### src/rtl/nandhost_pkg.sv
package nandhost_pkg;

    localparam int HOST_AW = 3;
    localparam int BYTE_W  = 8;

    localparam logic [HOST_AW-1:0] OFS_CTRL = 3'd4;
    localparam logic [HOST_AW-1:0] OFS_STAT = 3'd5;
    localparam logic [HOST_AW-1:0] OFS_PEND = 3'd6;
    localparam logic [HOST_AW-1:0] OFS_ENAB = 3'd7;

    typedef enum logic [1:0] {
        ECC_IDLE    = 2'b00,
        ECC_START   = 2'b01,
        ECC_READOUT = 2'b10,
        ECC_CLEAR   = 2'b11
    } ecc_cmd_e;

    // control register layout; the bit positions are what the pins decode
    typedef struct packed {
        logic     wp;
        ecc_cmd_e ecc;
        logic     cs;
        logic     spare3;
        logic     spare2;
        logic     ale;
        logic     cle;
    } ctrl_t;

    typedef struct packed {
        logic data;
        logic ctrl;
        logic stat;
        logic pend;
        logic enab;
    } sel_t;

    function automatic sel_t decode_ofs(input logic [HOST_AW-1:0] a);
        sel_t s;
        s.data = (a[HOST_AW-1] == 1'b0);
        s.ctrl = (a == OFS_CTRL);
        s.stat = (a == OFS_STAT);
        s.pend = (a == OFS_PEND);
        s.enab = (a == OFS_ENAB);
        return s;
    endfunction

    function automatic logic ecc_needs_reset(input ecc_cmd_e c);
        return (c == ECC_START) || (c == ECC_CLEAR);
    endfunction

endpackage

### src/rtl/nandhost_decode.sv
module nandhost_decode
    import nandhost_pkg::*;
(
    input  logic [HOST_AW-1:0] addr,
    output sel_t               sel
);
    always_comb sel = decode_ofs(addr);
endmodule

### src/rtl/nandhost_pins.sv
module nandhost_pins
    import nandhost_pkg::*;
(
    input  logic              clk,
    input  logic              rst,
    input  logic              wr_ctrl,
    input  logic [BYTE_W-1:0] wdata,
    output ctrl_t             ctrl_q,
    output logic              fl_cle,
    output logic              fl_ale,
    output logic              fl_ce_n,
    output logic              fl_wp,
    output logic              ecc_enable,
    output logic              ecc_readout,
    output logic              ecc_reset
);
    ctrl_t wr_val;
    assign wr_val = ctrl_t'(wdata);

    always_ff @(posedge clk) begin
        if (rst) begin
            ctrl_q    <= '0;
            ecc_reset <= 1'b0;
        end else begin
            ecc_reset <= wr_ctrl && ecc_needs_reset(wr_val.ecc);
            if (wr_ctrl) ctrl_q <= wr_val;
        end
    end

    assign fl_cle      = ctrl_q.cle;
    assign fl_ale      = ctrl_q.ale;
    assign fl_ce_n     = ~ctrl_q.cs;
    assign fl_wp       = ctrl_q.wp;
    assign ecc_enable  = (ctrl_q.ecc == ECC_START);
    assign ecc_readout = (ctrl_q.ecc == ECC_READOUT);

    assert_ce_polarity_R3: assert property (@(posedge clk) disable iff (rst)
        wr_ctrl |=> (fl_ce_n == !$past(wdata[4])));

    assert_ecc_pulse_R4: assert property (@(posedge clk) disable iff (rst)
        (wr_ctrl && wdata[5]) |=> ecc_reset);

    assert_ecc_quiet_R4: assert property (@(posedge clk) disable iff (rst)
        !wr_ctrl |=> !ecc_reset);
endmodule

### src/rtl/nandhost_irq.sv
module nandhost_irq
    import nandhost_pkg::*;
(
    input  logic              clk,
    input  logic              rst,
    input  logic              wr_pend,
    input  logic              wr_enab,
    input  logic              wr_data,
    input  logic [BYTE_W-1:0] wdata,
    output logic [BYTE_W-1:0] pend_q,
    output logic [BYTE_W-1:0] enab_q,
    output logic              irq
);
    localparam logic [BYTE_W-1:0] KEEP_MASK = BYTE_W'(1);

    always_ff @(posedge clk) begin
        if (rst) begin
            pend_q <= '0;
            enab_q <= '0;
        end else begin
            if (wr_pend)      pend_q <= wdata;
            else if (wr_data) pend_q <= pend_q & KEEP_MASK;
            if (wr_enab)      enab_q <= wdata;
        end
    end

    assign irq = enab_q[BYTE_W-1] && |(enab_q & pend_q);

    assert_data_clear_R10: assert property (@(posedge clk) disable iff (rst)
        (wr_data && !wr_pend) |=> (pend_q[BYTE_W-1:1] == '0));

    assert_irq_gate_R9: assert property (@(posedge clk) disable iff (rst)
        (wr_enab && !wdata[BYTE_W-1]) |=> !irq);
endmodule

### src/rtl/nandhost_regif.sv
module nandhost_regif
    import nandhost_pkg::*;
#(
    parameter logic [7:0] STATUS_VALUE = 8'h14
) (
    input  logic       clk,
    input  logic       rst,
    input  logic       host_wr,
    input  logic       host_rd,
    input  logic [2:0] host_addr,
    input  logic [7:0] host_wdata,
    output logic [7:0] rd_data,
    output logic       rd_valid,
    output logic [7:0] fl_dout,
    input  logic [7:0] fl_din,
    output logic       fl_wr_stb,
    output logic       fl_rd_stb,
    output logic       fl_cle,
    output logic       fl_ale,
    output logic       fl_ce_n,
    output logic       fl_wp,
    output logic       ecc_enable,
    output logic       ecc_readout,
    output logic       ecc_reset,
    output logic       irq
);
    sel_t              sel;
    ctrl_t             ctrl_q;
    logic [BYTE_W-1:0] pend_q;
    logic [BYTE_W-1:0] enab_q;
    logic              wr_data;

    nandhost_decode u_decode (
        .addr (host_addr),
        .sel  (sel)
    );

    assign wr_data = host_wr && sel.data;

    nandhost_pins u_pins (
        .clk         (clk),
        .rst         (rst),
        .wr_ctrl     (host_wr && sel.ctrl),
        .wdata       (host_wdata),
        .ctrl_q      (ctrl_q),
        .fl_cle      (fl_cle),
        .fl_ale      (fl_ale),
        .fl_ce_n     (fl_ce_n),
        .fl_wp       (fl_wp),
        .ecc_enable  (ecc_enable),
        .ecc_readout (ecc_readout),
        .ecc_reset   (ecc_reset)
    );

    nandhost_irq u_irq (
        .clk     (clk),
        .rst     (rst),
        .wr_pend (host_wr && sel.pend),
        .wr_enab (host_wr && sel.enab),
        .wr_data (wr_data),
        .wdata   (host_wdata),
        .pend_q  (pend_q),
        .enab_q  (enab_q),
        .irq     (irq)
    );

    // flash write path
    always_ff @(posedge clk) begin
        if (rst) begin
            fl_dout   <= '0;
            fl_wr_stb <= 1'b0;
        end else begin
            fl_wr_stb <= wr_data;
            if (wr_data) fl_dout <= host_wdata;
        end
    end

    // read strobe is issued in the request cycle; the byte is captured at its end
    assign fl_rd_stb = host_rd && sel.data;

    always_ff @(posedge clk) begin
        if (rst) begin
            rd_data  <= '0;
            rd_valid <= 1'b0;
        end else begin
            rd_valid <= host_rd;
            if (host_rd) begin
                if (sel.data)      rd_data <= fl_din;
                else if (sel.ctrl) rd_data <= ctrl_q;
                else if (sel.stat) rd_data <= STATUS_VALUE;
                else if (sel.pend) rd_data <= pend_q;
                else               rd_data <= enab_q;
            end
        end
    end

    assert_wr_strobe_R5: assert property (@(posedge clk) disable iff (rst)
        wr_data |=> (fl_wr_stb && fl_dout == $past(host_wdata)));

    assert_rd_valid_R11: assert property (@(posedge clk) disable iff (rst)
        host_rd |=> rd_valid);

    assert_rd_capture_R6: assert property (@(posedge clk) disable iff (rst)
        (host_rd && host_addr[2] == 1'b0) |=> (rd_data == $past(fl_din)));
endmodule

### config.mk
export PLATFORM = sky130hd
export DESIGN_NAME = nandhost_regif
export DESIGN_NICKNAME = d
export VERILOG_FILES = /design/src/rtl/nandhost_pkg.sv /design/src/rtl/nandhost_decode.sv /design/src/rtl/nandhost_pins.sv /design/src/rtl/nandhost_irq.sv /design/src/rtl/nandhost_regif.sv
export SDC_FILE = /design/constraint.sdc
export NUM_CORES = 1
export LEC_CHECK = 0
export BUFFER_PORTS_ARGS = -buffer_cell sky130_fd_sc_hd__buf_2
export CORE_AREA = 2 2 70 55
export DETAILED_ROUTE_END_ITERATION = 7
export DIE_AREA = 0 0 72 57
export GPL_TIMING_DRIVEN = 0
export PLACE_DENSITY_LB_ADDON = 0.15
export SYNTH_ARGS = -nofsm -noshare
export SYNTH_HDL_FRONTEND = slang
export SYNTH_SLANG_ARGS = --single-unit
export TNS_END_PERCENT = 20
### constraint.sdc
create_clock -name clk -period 2.85 [get_ports clk]
set_clock_uncertainty 0.2 [all_clocks]
set_input_delay 0.285 -clock clk [delete_from_list [all_inputs] [get_ports clk]]
set_output_delay 0.285 -clock clk [all_outputs]
set_load 0.01 [all_outputs]
Yosys cells after proc, flatten, opt, wreduce, memory -nomap -nowiden --
Cells that the tools add are included.
Storage, ports and cells: flip-flop bits (word level) 43, input port bits 23, output and inout bits 27, word-level logic and storage cells 42
Cells by class: eq/ne operators 8, multiplexer cells 6, bitwise operators 3, reductions and logical operators 10
Operator list (number):
- $mux W8 | 6
- $eq A3 B3 Y1 const B | 4
- $and A8 B8 Y8 | 1
- $reduce_or A8 Y1 | 1
- $logic_and A1 B1 Y1 | 7
- $eq A2 B1 Y1 const B | 2
- $eq A2 B2 Y1 const B | 2
- $not A1 Y1 | 2
- $reduce_bool A2 Y1 | 1
- $logic_or A1 B1 Y1 | 1

Longest topological paths before layout --
word-level depth 5, mapped depth 5, depth with buffers taken out 4

Cells and area by module --
A second synthesis with hierarchy kept.
Unflattened totals: cell total of the unflattened synthesis 209, area total of the unflattened synthesis 1944.4 µm²
Modules (own cells, without submodules):
- nandhost_regif | times used 1, cells an instance 104, area each 909.6 µm², sequential area each 360.3 µm²
- nandhost_irq | times used 1, cells an instance 65, area each 631.9 µm², sequential area each 320.3 µm²
- nandhost_pins | times used 1, cells an instance 35, area each 361.6 µm², sequential area each 180.2 µm²
- nandhost_decode | times used 1, cells an instance 5, area each 41.3 µm², sequential area each 0.0 µm²

Worst setup path before layout --
OpenSTA, ideal clock, no wires.
path type input -> register, from input host_addr[0], to register rd_data[1], library setup time 0.132 ns, arrival time 1.001 ns, data required time 2.518 ns, setup slack 1.518 ns, stages on the path 4, cell sequence buf_6 -> mux2_4 -> a221oi_1 -> nor3_1
On the way: word-level cells in the longest chain between the ends 5, elaborated cells between the ends (all ways) 7
RTL lines:
- from (decl) | RTL line nandhost_regif.sv:10 | input logic [2:0] host_addr,
- $eq A3 B3 Y1 | RTL line nandhost_pkg.sv:42 | s.pend = (a == OFS_PEND);
- $mux W8 | RTL line nandhost_regif.sv:91 | else if (sel.pend) rd_data <= pend_q;
- $mux W8 | RTL line nandhost_regif.sv:90 | else if (sel.stat) rd_data <= STATUS_VALUE;
- $mux W8 (*) | RTL line nandhost_regif.sv:89 | else if (sel.ctrl) rd_data <= ctrl_q;
- $mux W8 (*) | RTL line nandhost_regif.sv:88 | if (sel.data) rd_data <= fl_din;
- to (signal assigned) | RTL line nandhost_regif.sv:88
- to (signal assigned) | RTL line nandhost_regif.sv:89
- to (signal assigned) | RTL line nandhost_regif.sv:91
- to (decl) | RTL line nandhost_regif.sv:12 | output logic [7:0] rd_data,
Every way passes the cells marked *; elsewhere a longest branch is shown, timed or not. A chain may end at the register's enable or synchronous reset.

Final worst setup path --
from register u_irq.enab_q[6], to output irq
On the way: word-level cells in the longest chain between the ends 3
RTL lines:
- from (decl) | RTL line nandhost_irq.sv:11 | output logic [BYTE_W-1:0] enab_q,
- from (signal assigned) | RTL line nandhost_irq.sv:23 | if (wr_enab) enab_q <= wdata;
- $and A8 B8 Y8 | RTL line nandhost_irq.sv:27 | assign irq = enab_q[BYTE_W-1] && |(enab_q & pend_q);
- $reduce_or A8 Y1 | RTL line nandhost_irq.sv:27
- $logic_and A1 B1 Y1 | RTL line nandhost_irq.sv:27
- to (decl) | RTL line nandhost_regif.sv:25 | output logic irq
Every way passes these cells.

==> summary.md <==
| Metric | Value |
|---|---|
| Number of global-route vias before repair | 1625 |
| Placer Congestion | 0.803 |
| Fillers | 311 |
| Total Wirelength | 4620 um |
| Setup Slack @ Placement | 1.22 ns |
| Num CTS Buffers | 5 |
| Critical path class | reg2out |
| EDFF count, synth | 0 |
| DP HPWL | 3420 um |
| Netlist cell types | 30 |
| CP max FO | 3 |
| Minimum clock period | 1.70 ns |
| LEAKAGE | 0.909 nW |
| Critical Path Sink Type | primary output |
| Final design utilization | 62.9% |
| RSZ-0062 raised after global routing | no |
| Via Count | 1753 |
| Critical path's slowest cell | dfxtp_1 |
| Synth warnings | 0 |
| Nets | 293 |
| Top FF cell, synth | dfxtp_1 |
| Synthesized netlist cell count | 215 |
| Clk Latency, worst-skew pair | 0.29 ns |
| Crit path largest cell delay | 0.33 ns |
| Max_cap viols | 0 |
| CTS root buf | clkbuf_8 |
| Total number of H-tree levels | 2 |
| Clk slew on worst S/H paths | 0.08 ns |
| Worst Path Required | 2.37 ns |
| Worst-path cell chain | a22oi_1 -> a41oi_1 -> buf_2 |
| Crit path setup slack, layout | 1.15 ns |
| Register Area | 861 sq um |
| Port bufs | 48 |
| # IOs | 50 |
| Final setup viols | 0 |
| Final TNS setup | 0 ns |
| Syn Std Cell Area | 1820 sq um |
| Congestion Overflow GR | 0 |
| Int Power | 0.868 mW |
| FF+latch count, synth | 43 |
| Total nets after synthesis | 238 |
| Die X | 72 um |
| Ranking of synthesized cells by area | dfxtp_1 47%, nand2_1 12%, a21oi_1 10% |
| Max Freq | 587 MHz |
| Chip Height | 57 um |
| Worst Path Arrival | 1.22 ns |
| Post-synthesis sequential area ratio | 47.3% |
| Fin Hold WS | 0.0576 ns |
| Hold crit path type | in2reg |
| Initial Util | 52.1% |
| Critical path buffer and inverter count | 1 |
| Largest net degree at the start of global routing | 13 |
| Cell taking the most area after synthesis | dfxtp_1 |
| Least-Margin Pin Slew | 0.596 ns |
| Clk pwr share | 33.8% |
| First-pass GRT wire length | 7720 um |
| Combinational Power Share | 11.8% |
| Hold buffer count at CTS | 0 |
| Starting DRT DRC Count | 78 |
| Post-synth top cells | 59 x nand2_1, 43 x dfxtp_1, 37 x a21oi_1, 7 x clkbuf_1, 7 x nand3_1 |
| Die Area | 4100 sq um |
| # rows | 19 |
| Post-route ant nets | 0 |
| Pwr dens | 528 nW/um^2 |
| DR DRC count | 0 |
| Max transition margin | 60.3% |
| Reg power frac | 54.5% |
| Vias/cell | 5.62 |
| Type of origin of the critical path | register |
| First-pass DRT Iterations | 5 |
| CTS tree | done |
| Average wire per standard cell | 14.8 um |
| Clk sink count | 43 |
| Ys async rst share | 0% |
| GRT Total Usage | 24.5% |
| Top-count cell post-synth | nand2_1 |
| Max-slew violations | 0 |
| ANT cells | 0 |
| Core ar. | 3490 sq um |
| Resized Gates After CTS | 0 |
| Post-CTS setup buffer count | 0 |
| IR drop worst, VDD | 0.395 mV |
| Period utilization | 59.8% |
| Layout cells sized above 1 | 28.5% |
| Yosys top cell area share | 47.3% |
| Antenna violations before repair | 0 |
| Psw | 0.294 mW |
| Area of the multi-input gates | 861 sq um |
| Status | finished, final reports clean |
| Final Hold Fails | 0 |
| Cell family with most CP delay | compound AO/OA/AOI/OAI gates |
| Switching Share | 25.3% |
| P&R area growth vs syn | 20.9% |
| CTS max path bufs | 2 |
| Syn Area/Cell | 8.46 sq um |
[through the flow]
| step | std cells | power (mW) | cell area (sq um) |
|---|---|---|---|
| 3_3_place_gp | 305 | 0.782 | 2110 |
| 3_5_place_dp | 305 | 0.784 | 2110 |
| 2_1_floorplan | 215 | 0.724 | 1820 |
| 6_report | 312 | 1.16 | 2200 |
| 4_1_cts | 312 | 1.16 | 2200 |
| 5_1_grt | 312 | 1.21 | 2200 |
[state kept, by name, indices dropped and copies added, names as in the netlist]
| register | count |
|---|---|
| u_pins.fl_wp | 1 |
| fl_wr_stb | 1 |
| u_pins.ecc_reset | 1 |
| u_pins.fl_ale | 1 |
| u_pins.fl_cle | 1 |
| fl_dout | 8 |
| u_pins.ctrl_q | 5 |
| rd_valid | 1 |
| u_irq.pend_q | 8 |
| u_irq.enab_q | 8 |
| rd_data | 8 |
[layout make-up]
cell class	count	area share, %
plain buffers	16	3.92
clock buffers	6	3.75
clock inverters	1	0.228
inverters	3	0.512
multi-input cells	153	39.1
flip-flops and latches	43	39.1
well taps	42	2.39
repair buffers	48	10.9
[worst min-delay path, stage by stage]
cell	delay, ns
buf_2	0.12
nand2_1	0.05
a21oi_1	0.05
[layer usage]
metal | up-vias | routed length [um] | GRT usage (%)
li1 | 859 | - | -
met2 | 42 | 2060 | 37.6
met1 | 845 | 2230 | 34.6
met4 | 0 | 72 | 8.89
met3 | 7 | 261 | 4.95
met5 | - | 0 | 0
[cell families (layout without fill, tap and decap cells)]
family	Yosys count	after routing	synth area share (%)
AOI/OAI and AO/OA	55	55	17.8
buffers and inverters	19	74	5.36
DFF	43	43	47.3
muxes	8	8	5.78
and+or+nand+nor	90	90	23.7
[cells in the final DEF, fill, tap and decap left out, drive strengths merged, types with 2 or more instances in the layout]
cell    count
a22oi       3
o221ai      2
o22ai       6
clkbuf     15
inv         3
buf        55
a221oi      6
nand3       7
mux2        8
a21oi      37
nor3        6
nand2b      2
dfxtp      43
nand2      59
nor2b       6
nor2        2
[path summary, 6_finish.rpt]
| path | slack (ns) | cells after the start | start | end |
|---|---|---|---|---|
| worst min-delay path | 0.06 | 3 | host_wdata[1] | u_irq.enab_q[1] |
| worst max register to register | 1.50 | 3 | u_irq.enab_q[0] | rd_data[0] |
| worst max-delay path | 1.15 | 3 | u_irq.enab_q[6] | irq |
| worst min register to register | 0.25 | 2 | fl_dout[5] | fl_dout[5] |
[power groups by stage]
| stage | Combinational [mW] | Clock (mW) | Sequential, mW |
|---|---|---|---|
| floorplan | 0.0712 | 0 | 0.653 |
| global placement | 0.136 | 0 | 0.646 |
| detailed placement | 0.137 | 0 | 0.647 |
| CTS | 0.137 | 0.393 | 0.633 |
| global route | 0.152 | 0.419 | 0.635 |
| finish | 0.137 | 0.392 | 0.633 |
Note: power is estimated with default switching activity, not from simulation.
